## config.mk

```make
export PLATFORM = sky130hd
export DESIGN_NAME = rtc_periodic_irq
export DESIGN_NICKNAME = d
export VERILOG_FILES = /design/src/rtl/rtc_pirq_pkg.sv /design/src/rtl/rtc_pirq_ctrl.sv /design/src/rtl/rtc_pirq_divider.sv /design/src/rtl/rtc_pirq_flag.sv /design/src/rtl/rtc_periodic_irq.sv
export SDC_FILE = /design/constraint.sdc
export NUM_CORES = 1
export LEC_CHECK = 0
export BUFFER_PORTS_ARGS = -buffer_cell sky130_fd_sc_hd__buf_2
export CAP_MARGIN = 10
export CORE_MARGIN = 5
export CORE_UTILIZATION = 53
export CTS_CLUSTER_SIZE = 28
export DETAILED_ROUTE_END_ITERATION = 10
export HOLD_SLACK_MARGIN = 0.1
export PLACE_DENSITY_LB_ADDON = 0.08
export REMOVE_ABC_BUFFERS = 1
export SYNTH_ARGS = -nofsm -noshare
export SYNTH_HDL_FRONTEND = slang
export SYNTH_HIERARCHICAL = 1
export SYNTH_SLANG_ARGS = --single-unit
```

## constraint.sdc

```tcl
create_clock -name clk -period 2.14 [get_ports clk]
set_clock_uncertainty 0.05 [all_clocks]
set_input_delay 0.107 -clock clk [delete_from_list [all_inputs] [get_ports clk]]
set_output_delay 0.107 -clock clk [all_outputs]
set_load 0.05 [all_outputs]
```

## src/rtl/rtc_pirq_pkg.sv

```systemverilog
package rtc_pirq_pkg;

  localparam int unsigned SEL_W     = 3;
  localparam int unsigned REG_W     = 8;
  localparam int unsigned SEL_LSB   = 4;
  localparam int unsigned KEEP_BIT  = 7;
  localparam logic [SEL_W-1:0] SEL_RESET = 3'd6;
  localparam int unsigned NUM_CODES = 1 << SEL_W;

  // log2 of the period in ticks for a rate code, given log2 of the tick rate
  function automatic int unsigned rate_log2(input int unsigned code,
                                            input int unsigned base);
    int unsigned r;
    case (code)
      0:       r = 0;
      1, 2, 3, 4: r = 2 * (code - 1);
      5:       r = base - 1;
      6:       r = base;
      default: r = base + 1;
    endcase
    return r;
  endfunction

endpackage

```

## src/rtl/rtc_pirq_ctrl.sv

```systemverilog
module rtc_pirq_ctrl
  import rtc_pirq_pkg::*;
(
  input  logic             clk,
  input  logic             rst,
  input  logic             wr_en,
  input  logic [REG_W-1:0] wr_data,
  output logic [SEL_W-1:0] sel_q,
  output logic [SEL_W-1:0] sel_d,
  output logic             restart,
  output logic             clr
);

  assign sel_d   = wr_en ? wr_data[SEL_LSB +: SEL_W] : sel_q;
  assign restart = wr_en && (sel_d != sel_q);
  assign clr     = wr_en && !wr_data[KEEP_BIT];

  always_ff @(posedge clk) begin
    if (rst) sel_q <= SEL_RESET;
    else     sel_q <= sel_d;
  end

  // Code only changes through a write
  p_sel_write_r7: assert property (@(posedge clk) disable iff (rst)
    !wr_en |=> $stable(sel_q));

endmodule

```

## src/rtl/rtc_pirq_divider.sv

```systemverilog
module rtc_pirq_divider
  import rtc_pirq_pkg::*;
#(
  parameter int unsigned TICK_LOG2 = 8,
  localparam int unsigned CNT_W    = TICK_LOG2 + 1
)(
  input  logic             clk,
  input  logic             rst,
  input  logic             tick_en,
  input  logic             restart,
  input  logic [SEL_W-1:0] sel_q,
  output logic             event_o
);

  logic [CNT_W-1:0] term_tab [NUM_CODES];
  logic [CNT_W-1:0] term;
  logic [CNT_W-1:0] cnt_q;

  for (genvar c = 0; c < NUM_CODES; c++) begin : g_term
    localparam int unsigned L = rate_log2(c, TICK_LOG2);
    localparam logic [CNT_W-1:0] T = CNT_W'((64'd1 << L) - 64'd1);
    assign term_tab[c] = T;
  end

  assign term    = term_tab[sel_q];
  assign event_o = tick_en && !restart && (sel_q != '0) && (cnt_q == term);

  always_ff @(posedge clk) begin
    if (rst || restart || sel_q == '0) begin
      cnt_q <= '0;
    end else if (tick_en) begin
      cnt_q <= (cnt_q == term) ? '0 : cnt_q + 1'b1;
    end
  end

  p_cnt_bound_r2: assert property (@(posedge clk) disable iff (rst)
    cnt_q <= term);
  p_restart_zero_r7: assert property (@(posedge clk) disable iff (rst)
    restart |=> cnt_q == '0);
  p_no_event_off_r4: assert property (@(posedge clk) disable iff (rst)
    sel_q == '0 |-> !event_o);
  p_restart_drop_r9: assert property (@(posedge clk) disable iff (rst)
    restart |-> !event_o);

endmodule

```

## src/rtl/rtc_pirq_flag.sv

```systemverilog
module rtc_pirq_flag
  import rtc_pirq_pkg::*;
(
  input  logic             clk,
  input  logic             rst,
  input  logic             event_i,
  input  logic             clr,
  input  logic [SEL_W-1:0] sel_d,
  input  logic [SEL_W-1:0] sel_q,
  output logic             flag_q,
  output logic             irq_q
);

  logic flag_d;

  assign flag_d = event_i || (flag_q && !clr);

  always_ff @(posedge clk) begin
    if (rst) begin
      flag_q <= 1'b0;
      irq_q  <= 1'b0;
    end else begin
      flag_q <= flag_d;
      irq_q  <= flag_d && (sel_d != '0);
    end
  end

  p_event_sets_r5: assert property (@(posedge clk) disable iff (rst)
    event_i |=> flag_q);
  p_flag_hold_r6: assert property (@(posedge clk) disable iff (rst)
    flag_q && !clr |=> flag_q);
  p_irq_needs_flag_r8: assert property (@(posedge clk) disable iff (rst)
    irq_q |-> flag_q);
  p_off_quiet_r4: assert property (@(posedge clk) disable iff (rst)
    sel_q == '0 |-> !irq_q);

endmodule

```

## src/rtl/rtc_periodic_irq.sv

```systemverilog
module rtc_periodic_irq
  import rtc_pirq_pkg::*;
#(
  parameter int unsigned TICK_LOG2 = 8
)(
  input  logic             clk,
  input  logic             rst,
  input  logic             tick_en,
  input  logic             wr_en,
  input  logic [REG_W-1:0] wr_data,
  output logic             flag_o,
  output logic             irq_o
);

  logic [SEL_W-1:0] sel_q;
  logic [SEL_W-1:0] sel_d;
  logic             restart;
  logic             clr;
  logic             event_w;

  rtc_pirq_ctrl u_ctrl (
    .clk     (clk),
    .rst     (rst),
    .wr_en   (wr_en),
    .wr_data (wr_data),
    .sel_q   (sel_q),
    .sel_d   (sel_d),
    .restart (restart),
    .clr     (clr)
  );

  rtc_pirq_divider #(.TICK_LOG2(TICK_LOG2)) u_div (
    .clk     (clk),
    .rst     (rst),
    .tick_en (tick_en),
    .restart (restart),
    .sel_q   (sel_q),
    .event_o (event_w)
  );

  rtc_pirq_flag u_flag (
    .clk     (clk),
    .rst     (rst),
    .event_i (event_w),
    .clr     (clr),
    .sel_d   (sel_d),
    .sel_q   (sel_q),
    .flag_q  (flag_o),
    .irq_q   (irq_o)
  );

  // Event wins over a simultaneous clear
  p_event_beats_clear_r6: assert property (@(posedge clk) disable iff (rst)
    event_w && clr |=> flag_o);

endmodule

```

==> run summary, run 1 <==
CLOCK TREE
------------------------------------------------------------------------------------------------------
Number of buffers added for setup after CTS                                                          0
Num CTS Buffers                                                                                      3
# resized after CTS                                                                                  0
TritonCTS clock tree                                                                              done
Clock tree buffer depth                                                                              2
Later-pin clock latency in the skew report                                                     0.26 ns
Clk Tree Root Cell                                                                        sky130_fd_sc_hd__clkbuf_4
Clock transition at the register clock pins on the worst setup and hold paths after CTS        0.08 ns
Sinks on Clock Net                                                                                  14
CTS H-tree lvls                                                                                      1

DRT
------------------------------------------------------------------------------------------------------
First DRT Iteration DRCs                                                                             5
Length of the first detailed-routing pass in iterations                                              4
Count of unresolved DRC violations after routing                                                     0
Remaining antenna violation count                                                                    0
Detailed-route vias per instance                                                                  6.00
Final WL                                                                                       1.74 mm
DR vias                                                                                            714
Wire length per cell after detailed routing                                                    14.6 µm

YOSYS
------------------------------------------------------------------------------------------------------
Cell count after synthesis                                                                          90
Dominant cells by area after synthesis                                                    sky130_fd_sc_hd__dfxtp_1 33%, sky130_fd_sc_hd__xnor2_1 7.3%, sky130_fd_sc_hd__a211oi_1 6.2%
Post-synthesis instance area                                                                   845 µm²
Portion of synthesized cell area occupied by the leading cell type                               33.2%
Total of flip-flops plus latches after synthesis                                                    14
Cell type contributing the most total cell area after synthesis                           sky130_fd_sc_hd__dfxtp_1
Sequential element share of the synthesized area                                                 33.2%
Synth warnings                                                                                       6
Synth cell types                                                                                    36
Mean instance size in the synthesized netlist                                                 9.38 µm²

DIE
------------------------------------------------------------------------------------------------------
Vert. Die Dim                                                                                  49.9 µm
I/O Pins                                                                                            14
Standard-cell rows                                                                                  14
Die outline width                                                                              49.9 µm
Core ar.                                                                                      1510 µm²
Initial Utilization                                                                              56.1%
Die area                                                                                      2490 µm²

WORST SETUP PATH
------------------------------------------------------------------------------------------------------
CP Class                                                                                       reg2reg
Data required time at the worst endpoint                                                       2.26 ns
Startpoint type of the worst setup path                                                       register
Critical-path maximum fanout                                                                         9
Crit end category                                                                             register
Data arrival time of the critical path                                                         1.97 ns

CELLS AND AREA
------------------------------------------------------------------------------------------------------
Diode count                                                                                          0
Count of filler cells inserted in the layout                                                       137
Nets                                                                                               118
Share of layout cells above drive strength 1                                                     23.3%
Final design utilization                                                                         62.9%
Post-route cell area                                                                           947 µm²
Growth of design area from synthesis to finish                                                   12.1%

OUTCOME
------------------------------------------------------------------------------------------------------
Result of the run                                                                         finished, final reports clean

POWER AND IR DROP
------------------------------------------------------------------------------------------------------
Switching Fraction                                                                               24.4%
Fraction of power consumed by combinational cells                                                13.6%
Worst-case vdd ir drop                                                                        0.272 mV
Total power                                                                                     481 µW
Clock share of power                                                                             29.1%
Internal power contribution                                                                     364 µW
Reported leakage power                                                                        0.330 nW
Net Switching                                                                                   118 µW
Flop pwr share                                                                                   57.3%
PD cells                                                                                    508 nW/µm²

PLACE
------------------------------------------------------------------------------------------------------
Detailed-placement wirelength estimate                                                         1.30 mm
Number of port buffers                                                                               9
Placed inst area                                                                               915 µm²
Final RePlAce weighted congestion                                                                0.808

STA
------------------------------------------------------------------------------------------------------
Worst-Margin Slew                                                                             0.329 ns
Worst Hold Slack                                                                              0.138 ns
Endpoints failing setup                                                                              0
Timing-limited maximum frequency                                                               542 MHz
RSZ-0062 raised after global routing                                                             false
Post-route clock period utilization                                                              86.2%
Min cycle time layout                                                                          1.85 ns
Final-report hold violation count                                                                    0
Max transition margin                                                                            78.1%
Max-slew violations                                                                                  0
Setup total negative slack                                                                        0 ns

GLOBAL ROUTE
------------------------------------------------------------------------------------------------------
Overall overflow remaining after global route                                                        0
Number of global-route vias before repair                                                          678
Global-route wire length before repair                                                         3.02 mm
Initial antenna violation count                                                                      0
Total global routing track utilization                                                           15.3%
Maximum number of pins on one net before global-route repair                                        11

HOLD PATH
------------------------------------------------------------------------------------------------------
Worst min path class                                                                            in2reg

FLOW RUN
------------------------------------------------------------------------------------------------------
Maximum capacitance violations                                                                       0

==> flip-flops by register name (all words and copies together) (netlist names) <==
name	count
u_div/cnt_q	9
u_ctrl/sel_q	3
u_flag/flag_q	1
u_flag/irq_q	1
==> path summary, 6_finish.rpt <==
kind / start / end / slack, ns / cells past startpoint
min: wr_data[5] / u_ctrl/sel_q[1]$_SDFF_PP1_ / 0.14 / 3
max: u_ctrl/sel_q[0]$_SDFF_PP0_ / u_div/cnt_q[8]$_SDFFE_PP0P_ / 0.29 / 4
min reg2reg: u_flag/flag_q$_SDFF_PP0_ / u_flag/flag_q$_SDFF_PP0_ / 0.46 / 2
max reg2reg: u_ctrl/sel_q[0]$_SDFF_PP0_ / u_div/cnt_q[8]$_SDFFE_PP0P_ / 0.29 / 4
==> area by class of cell <==
class	instances	area (µm²)	share of cell area [%]
Sequential cell	14	280	29.6
Multi-Input combinational cell	69	528	55.7
Tap cell	16	20.0	2.11
Timing Repair Buffer	14	85.1	8.98
Clock buffer	3	22.5	2.38
Inverter	3	11.3	1.19
==> Yosys cell counts, drive strengths merged <==
| cell | number |
|---|---|
| dfxtp | 14 |
| a211oi | 8 |
| nor3 | 7 |
| xnor2 | 7 |
| nor2 | 6 |
| nand2 | 5 |
| nand4 | 5 |
| xor2 | 5 |
| buf | 3 |
| inv | 3 |
| mux2 | 3 |
| nand3 | 2 |
| or2 | 2 |
| a211o | 1 |
| a21bo | 1 |
| a21boi | 1 |
| a21oi | 1 |
| a2bb2oi | 1 |
| a32oi | 1 |
| and2b | 1 |
| and3 | 1 |
| clkbuf | 1 |
| ha | 1 |
| mux2i | 1 |
| nand2b | 1 |
| nand3b | 1 |
| nor2b | 1 |
| nor4 | 1 |
| o2111ai | 1 |
| o21a | 1 |
| o31a | 1 |
| or3 | 1 |
| or4 | 1 |
==> worst max-delay path: stages (launching register included) <==
cell                       delay [ns]
sky130_fd_sc_hd__dfxtp_1         0.50
sky130_fd_sc_hd__xor2_1          0.11
sky130_fd_sc_hd__o31a_1          0.29
sky130_fd_sc_hd__or3_1           0.51
sky130_fd_sc_hd__a211oi_1        0.30
==> cells by family (layout without fill, tap and decap cells) <==
| logic type | Yosys count | count (layout) | synth area share, % |
|---|---|---|---|
| buffers and inverters | 7 | 20 | 4.30 |
| flip-flops | 14 | 14 | 33.2 |
| AO/OA/AOI/OAI | 17 | 17 | 19.9 |
| adder cells (fa/ha/maj) | 1 | 1 | 1.48 |
| AND/OR/NAND/NOR | 35 | 35 | 22.7 |
| XOR/XNOR | 12 | 12 | 12.4 |
| multiplexers | 4 | 4 | 6.07 |
==> per-stage QoR <==
stage	setup WS (ns)	std cells
2_1_floorplan	0.376	86
3_3_place_gp	0.382	115
3_5_place_dp	0.318	115
4_1_cts	0.278	119
5_1_grt	0.192	119
6_report	0.294	119
==> power by group through the flow <==
stage               registers [mW]  clock network, mW  logic (mW)
floorplan                    0.282                  0      0.0371
global placement             0.282                  0      0.0610
detailed placement           0.282                  0      0.0638
CTS                          0.276              0.144      0.0656
global route                 0.277              0.158      0.0728
finish                       0.276              0.140      0.0655
==> timing repair <==
action,CTS,global route
hold buffers,1,0
hold endpoints to repair,4,0
setup endpoints to repair,0,0
==> metal layers <==
layer  wire (µm)  track usage (%)  vias to the layer above
li1            -                -                      359
met1         834             21.3                      346
met2         844             23.5                        7
met3          47             2.71                        2
met4          13             5.24                        0
met5           0                0                        -
==> layout by cell type (no fill, tap or decap), drive strengths merged, types with 2 or more instances in the layout <==
cell type / count
buf: 13
mux2: 3
a211oi: 8
nor3: 7
or2: 2
nor2: 6
xnor2: 7
nand2: 5
dfxtp: 14
inv: 3
clkbuf: 3
nand3: 2
xor2: 5
nand4: 5
Power figures use the tool's default switching activity.
==> inputs of run 2 (changes only) <==
--- a/config.mk
+++ b/config.mk
@@ -5,14 +5,15 @@
 export SDC_FILE = /design/constraint.sdc
 export NUM_CORES = 1
 export LEC_CHECK = 0
-export BUFFER_PORTS_ARGS = -buffer_cell sky130_fd_sc_hd__buf_2
 export CAP_MARGIN = 10
 export CORE_MARGIN = 5
-export CORE_UTILIZATION = 53
+export CORE_UTILIZATION = 60
 export CTS_CLUSTER_SIZE = 28
 export DETAILED_ROUTE_END_ITERATION = 10
+export DONT_BUFFER_PORTS = 1
 export HOLD_SLACK_MARGIN = 0.1
 export PLACE_DENSITY_LB_ADDON = 0.08
+export RECOVER_POWER = 25
 export REMOVE_ABC_BUFFERS = 1
 export SYNTH_ARGS = -nofsm -noshare
 export SYNTH_HDL_FRONTEND = slang
==> constraint.sdc (replaced) <==
create_clock -name clk -period 2.1 [get_ports clk]
set_clock_uncertainty 0.05 [all_clocks]
set_input_delay 0.105 -clock clk [delete_from_list [all_inputs] [get_ports clk]]
set_output_delay 0.105 -clock clk [all_outputs]
set_load 0.05 [all_outputs]
==> run 2 against run 1 <==
  * Clock power rose by 39%
  * Non-clock buffer count fell by 1
  * Largest cell class unchanged
  * Highest routed layer is now met3
  * Fmax up 0.71%
==> run summary, run 2 (synthesis gave the netlist of run 1 again) <==
POWER AND IR DROP
------------------------------------------------------------------------------------------------------
Reported leakage power                                                                        0.326 nW   was 0.330 nW
PD cells                                                                                    549 nW/µm²   was 508 nW/µm²
Worst-case vdd ir drop                                                                        0.464 mV   was 0.272 mV

CELLS AND AREA
------------------------------------------------------------------------------------------------------
Largest registers                                                                         u_div/cnt_q x9, u_ctrl/sel_q x3   unchanged
Nets                                                                                               117   was 118
Growth of design area from synthesis to finish                                                   17.3%   was 12.1%
Area of the multi-input gates                                                                  524 µm²   was 528 µm²
Share of layout cells above drive strength 1                                                     14.6%   was 23.3%
Count of filler cells inserted in the layout                                                        85   was 137
Non-filler instance count after layout                                                             118   was 119
Commonest non-fill, non-tap cells in the layout                                           14 x sky130_fd_sc_hd__dfxtp_1, 9 x sky130_fd_sc_hd__dlygate4sd3_1, 7 x sky130_fd_sc_hd__nor3_1, 7 x sky130_fd_sc_hd__xnor2_1, 7 x sky130_fd_sc_hd__a211oi_1   was 14 x sky130_fd_sc_hd__dfxtp_1, 9 x sky130_fd_sc_hd__buf_2, 7 x sky130_fd_sc_hd__nor3_1, 7 x sky130_fd_sc_hd__xnor2_1, 7 x sky130_fd_sc_hd__a211oi_1
Largest register by flop count                                                             u_div/cnt_q   unchanged
Largest register FFs                                                                                 9   unchanged
Diode count                                                                                          0   unchanged
Leading cell type in the layout, fill and taps excluded                                   sky130_fd_sc_hd__dfxtp_1   unchanged
Sequential Area                                                                                280 µm²   unchanged

WORST SETUP PATH
------------------------------------------------------------------------------------------------------
Startpoint type of the worst setup path                                                       register   unchanged
Critical-path maximum fanout                                                                         9   unchanged
Reg2reg path depth                                                                                   4   unchanged
Critical R2R Capture                                                                      u_div/cnt_q[2]$_SDFFE_PP0P_   was u_div/cnt_q[8]$_SDFFE_PP0P_
Data required time at the worst endpoint                                                       2.25 ns   was 2.26 ns
Data arrival time of the critical path                                                         1.98 ns   was 1.97 ns
CP Class                                                                                       reg2reg   unchanged
Crit end category                                                                             register   unchanged
Worst reg-to-reg setup slack                                                                   0.27 ns   was 0.29 ns
Source of the worst register-to-register timing path                                      u_ctrl/sel_q[0]$_SDFF_PP0_   unchanged

FLOW RUN
------------------------------------------------------------------------------------------------------
Maximum capacitance violations                                                                       0   unchanged

CLOCK TREE
------------------------------------------------------------------------------------------------------
CTS H-tree lvls                                                                                      1   unchanged
Clock tree buffer depth                                                                              2   unchanged
Later-pin clock latency in the skew report                                                     0.28 ns   was 0.26 ns
Number of buffers added for setup after CTS                                                          0   unchanged
Clk Tree Root Cell                                                                        sky130_fd_sc_hd__clkbuf_4   unchanged
Clock transition at the register clock pins on the worst setup and hold paths after CTS        0.09 ns   was 0.08 ns
TritonCTS clock tree                                                                              done   unchanged
Sinks on Clock Net                                                                                  14   unchanged
Num CTS Buffers                                                                                      3   unchanged

DRT
------------------------------------------------------------------------------------------------------
Count of unresolved DRC violations after routing                                                     0   unchanged
Detailed-route vias per instance                                                                  6.01   was 6.00
Wire length per cell after detailed routing                                                    14.4 µm   was 14.6 µm
DR vias                                                                                            709   was 714
Remaining antenna violation count                                                                    0   unchanged
Length of the first detailed-routing pass in iterations                                              4   unchanged
Final WL                                                                                       1.70 mm   was 1.74 mm
First DRT Iteration DRCs                                                                            18   was 5

STA
------------------------------------------------------------------------------------------------------
Timing-limited maximum frequency                                                               546 MHz   was 542 MHz
Final-report hold violation count                                                                    0   unchanged
Min cycle time layout                                                                          1.83 ns   was 1.85 ns
Max-slew violations                                                                                  0   unchanged
Max transition margin                                                                            62.3%   was 78.1%
Post-route clock period utilization                                                              87.3%   was 86.2%
Setup total negative slack                                                                        0 ns   unchanged
Worst-Margin Slew                                                                             0.565 ns   was 0.329 ns
Endpoints failing setup                                                                              0   unchanged
RSZ-0062 raised after global routing                                                             false   unchanged

PLACE
------------------------------------------------------------------------------------------------------
Post-Place Cells                                                                                   105   was 115
Detailed-placement wirelength estimate                                                         1.22 mm   was 1.30 mm
Final RePlAce weighted congestion                                                                0.798   was 0.808
Number of port buffers                                                                               0   was 9

GLOBAL ROUTE
------------------------------------------------------------------------------------------------------
Overall overflow remaining after global route                                                        0   unchanged
Total global routing track utilization                                                           18.1%   was 15.3%
Number of global-route vias before repair                                                          647   was 678
Global-route wire length before repair                                                         2.83 mm   was 3.02 mm
Maximum number of pins on one net before global-route repair                                        10   was 11
Initial antenna violation count                                                                      0   unchanged

OUTCOME
------------------------------------------------------------------------------------------------------
Result of the run                                                                         finished, final reports clean   unchanged

DIE
------------------------------------------------------------------------------------------------------
I/O Pins                                                                                            14   unchanged
Core ar.                                                                                      1320 µm²   was 1510 µm²
Die area                                                                                      2260 µm²   was 2490 µm²
Die outline width                                                                              47.5 µm   was 49.9 µm
Initial Utilization                                                                              64.1%   was 56.1%
Vert. Die Dim                                                                                  47.5 µm   was 49.9 µm
Standard-cell rows                                                                                  13   was 14

HOLD PATH
------------------------------------------------------------------------------------------------------
WHS Path Cells                                                                                       4   was 3
Hold Crit Start                                                                                tick_en   was wr_data[5]
Worst min path class                                                                            in2reg   unchanged
WHS Endpoint                                                                              u_div/cnt_q[5]$_SDFFE_PP0P_   was u_ctrl/sel_q[1]$_SDFF_PP1_

run 2: cell types whose count changed in the layout (fill, tap and decap cells not counted), sizes merged:
| cell | change |
|---|---|
| dlygate4sd3 | +8 |
| buf | -9 |
| clkbuf | +1 |
run 2: how the worst max path moves through the flow:
stage	end	startpoint
after global routing	u_div/cnt_q[2]$_SDFFE_PP0P_	u_ctrl/sel_q[0]$_SDFF_PP0_
after floorplan	u_flag/irq_q$_SDFF_PP0_	u_ctrl/sel_q[2]$_SDFF_PP1_
after global placement	u_div/cnt_q[2]$_SDFFE_PP0P_	u_ctrl/sel_q[0]$_SDFF_PP0_
final	u_div/cnt_q[2]$_SDFFE_PP0P_	u_ctrl/sel_q[0]$_SDFF_PP0_
after detailed placement	u_div/cnt_q[2]$_SDFFE_PP0P_	u_ctrl/sel_q[0]$_SDFF_PP0_
after CTS	u_div/cnt_q[2]$_SDFFE_PP0P_	u_ctrl/sel_q[0]$_SDFF_PP0_
run 2: power by group:
group / switching [mW] / internal, mW / leakage, nW
Combinational: 0.0295 / 0.0400 / 0.191
Clock: 0.0880 / 0.106 / 0.0210
Sequential: 0.0107 / 0.271 / 0.114
Total: 0.128 / 0.416 / 0.326
run 2: worst max-delay path: stages (launching register included):
cell,delay [ns]
sky130_fd_sc_hd__dfxtp_1,0.50
sky130_fd_sc_hd__xor2_1,0.13
sky130_fd_sc_hd__o31a_1,0.30
sky130_fd_sc_hd__or3_1,0.51
sky130_fd_sc_hd__a211oi_1,0.27
run 2: routing by layer:
metal / routed length [µm] / GRT usage (%) / vias to the layer above / part of all wire, %
met4: 0 / 6.63 / 0 / 0
met1: 816 / 23.6 / 338 / 48
met2: 790 / 27.0 / 18 / 47
met5: 0 / 0 / - / 0
li1: - / - / 353 / -
met3: 91 / 7.14 / 0 / 5.4
run 2: final cells by class:
| cell class | instances | area share (%) |
|---|---|---|
| Tap cell | 15 | 1.89 |
| Inverter | 3 | 1.14 |
| Timing Repair Buffer | 13 | 12.1 |
| Multi-Input combinational cell | 69 | 52.9 |
| Clock buffer | 4 | 3.66 |
| Sequential cell | 14 | 28.3 |
run 2: through the flow:
stage / instance area [µm²] / setup slack (ns) / hold WS (ns) / total power, mW / utilization, %
2_1_floorplan: 820 / 0.336 / 0.120 / 0.326 / -
3_3_place_gp: 868 / 0.348 / 0.122 / 0.337 / 65.9
3_5_place_dp: 868 / 0.325 / 0.123 / 0.339 / 65.9
4_1_cts: 995 / 0.299 / 0.102 / 0.552 / 75.5
5_1_grt: 991 / 0.104 / 0.152 / 0.574 / 75.2
6_report: 991 / 0.267 / 0.115 / 0.544 / 75.2
run 2: timing repair:
item / CTS / global route
endpoints found under the setup margin: 0 / 0
endpoints found under the hold margin: 10 / 0
gates resized for setup: 0 / 0
hold buffers: 9 / 0
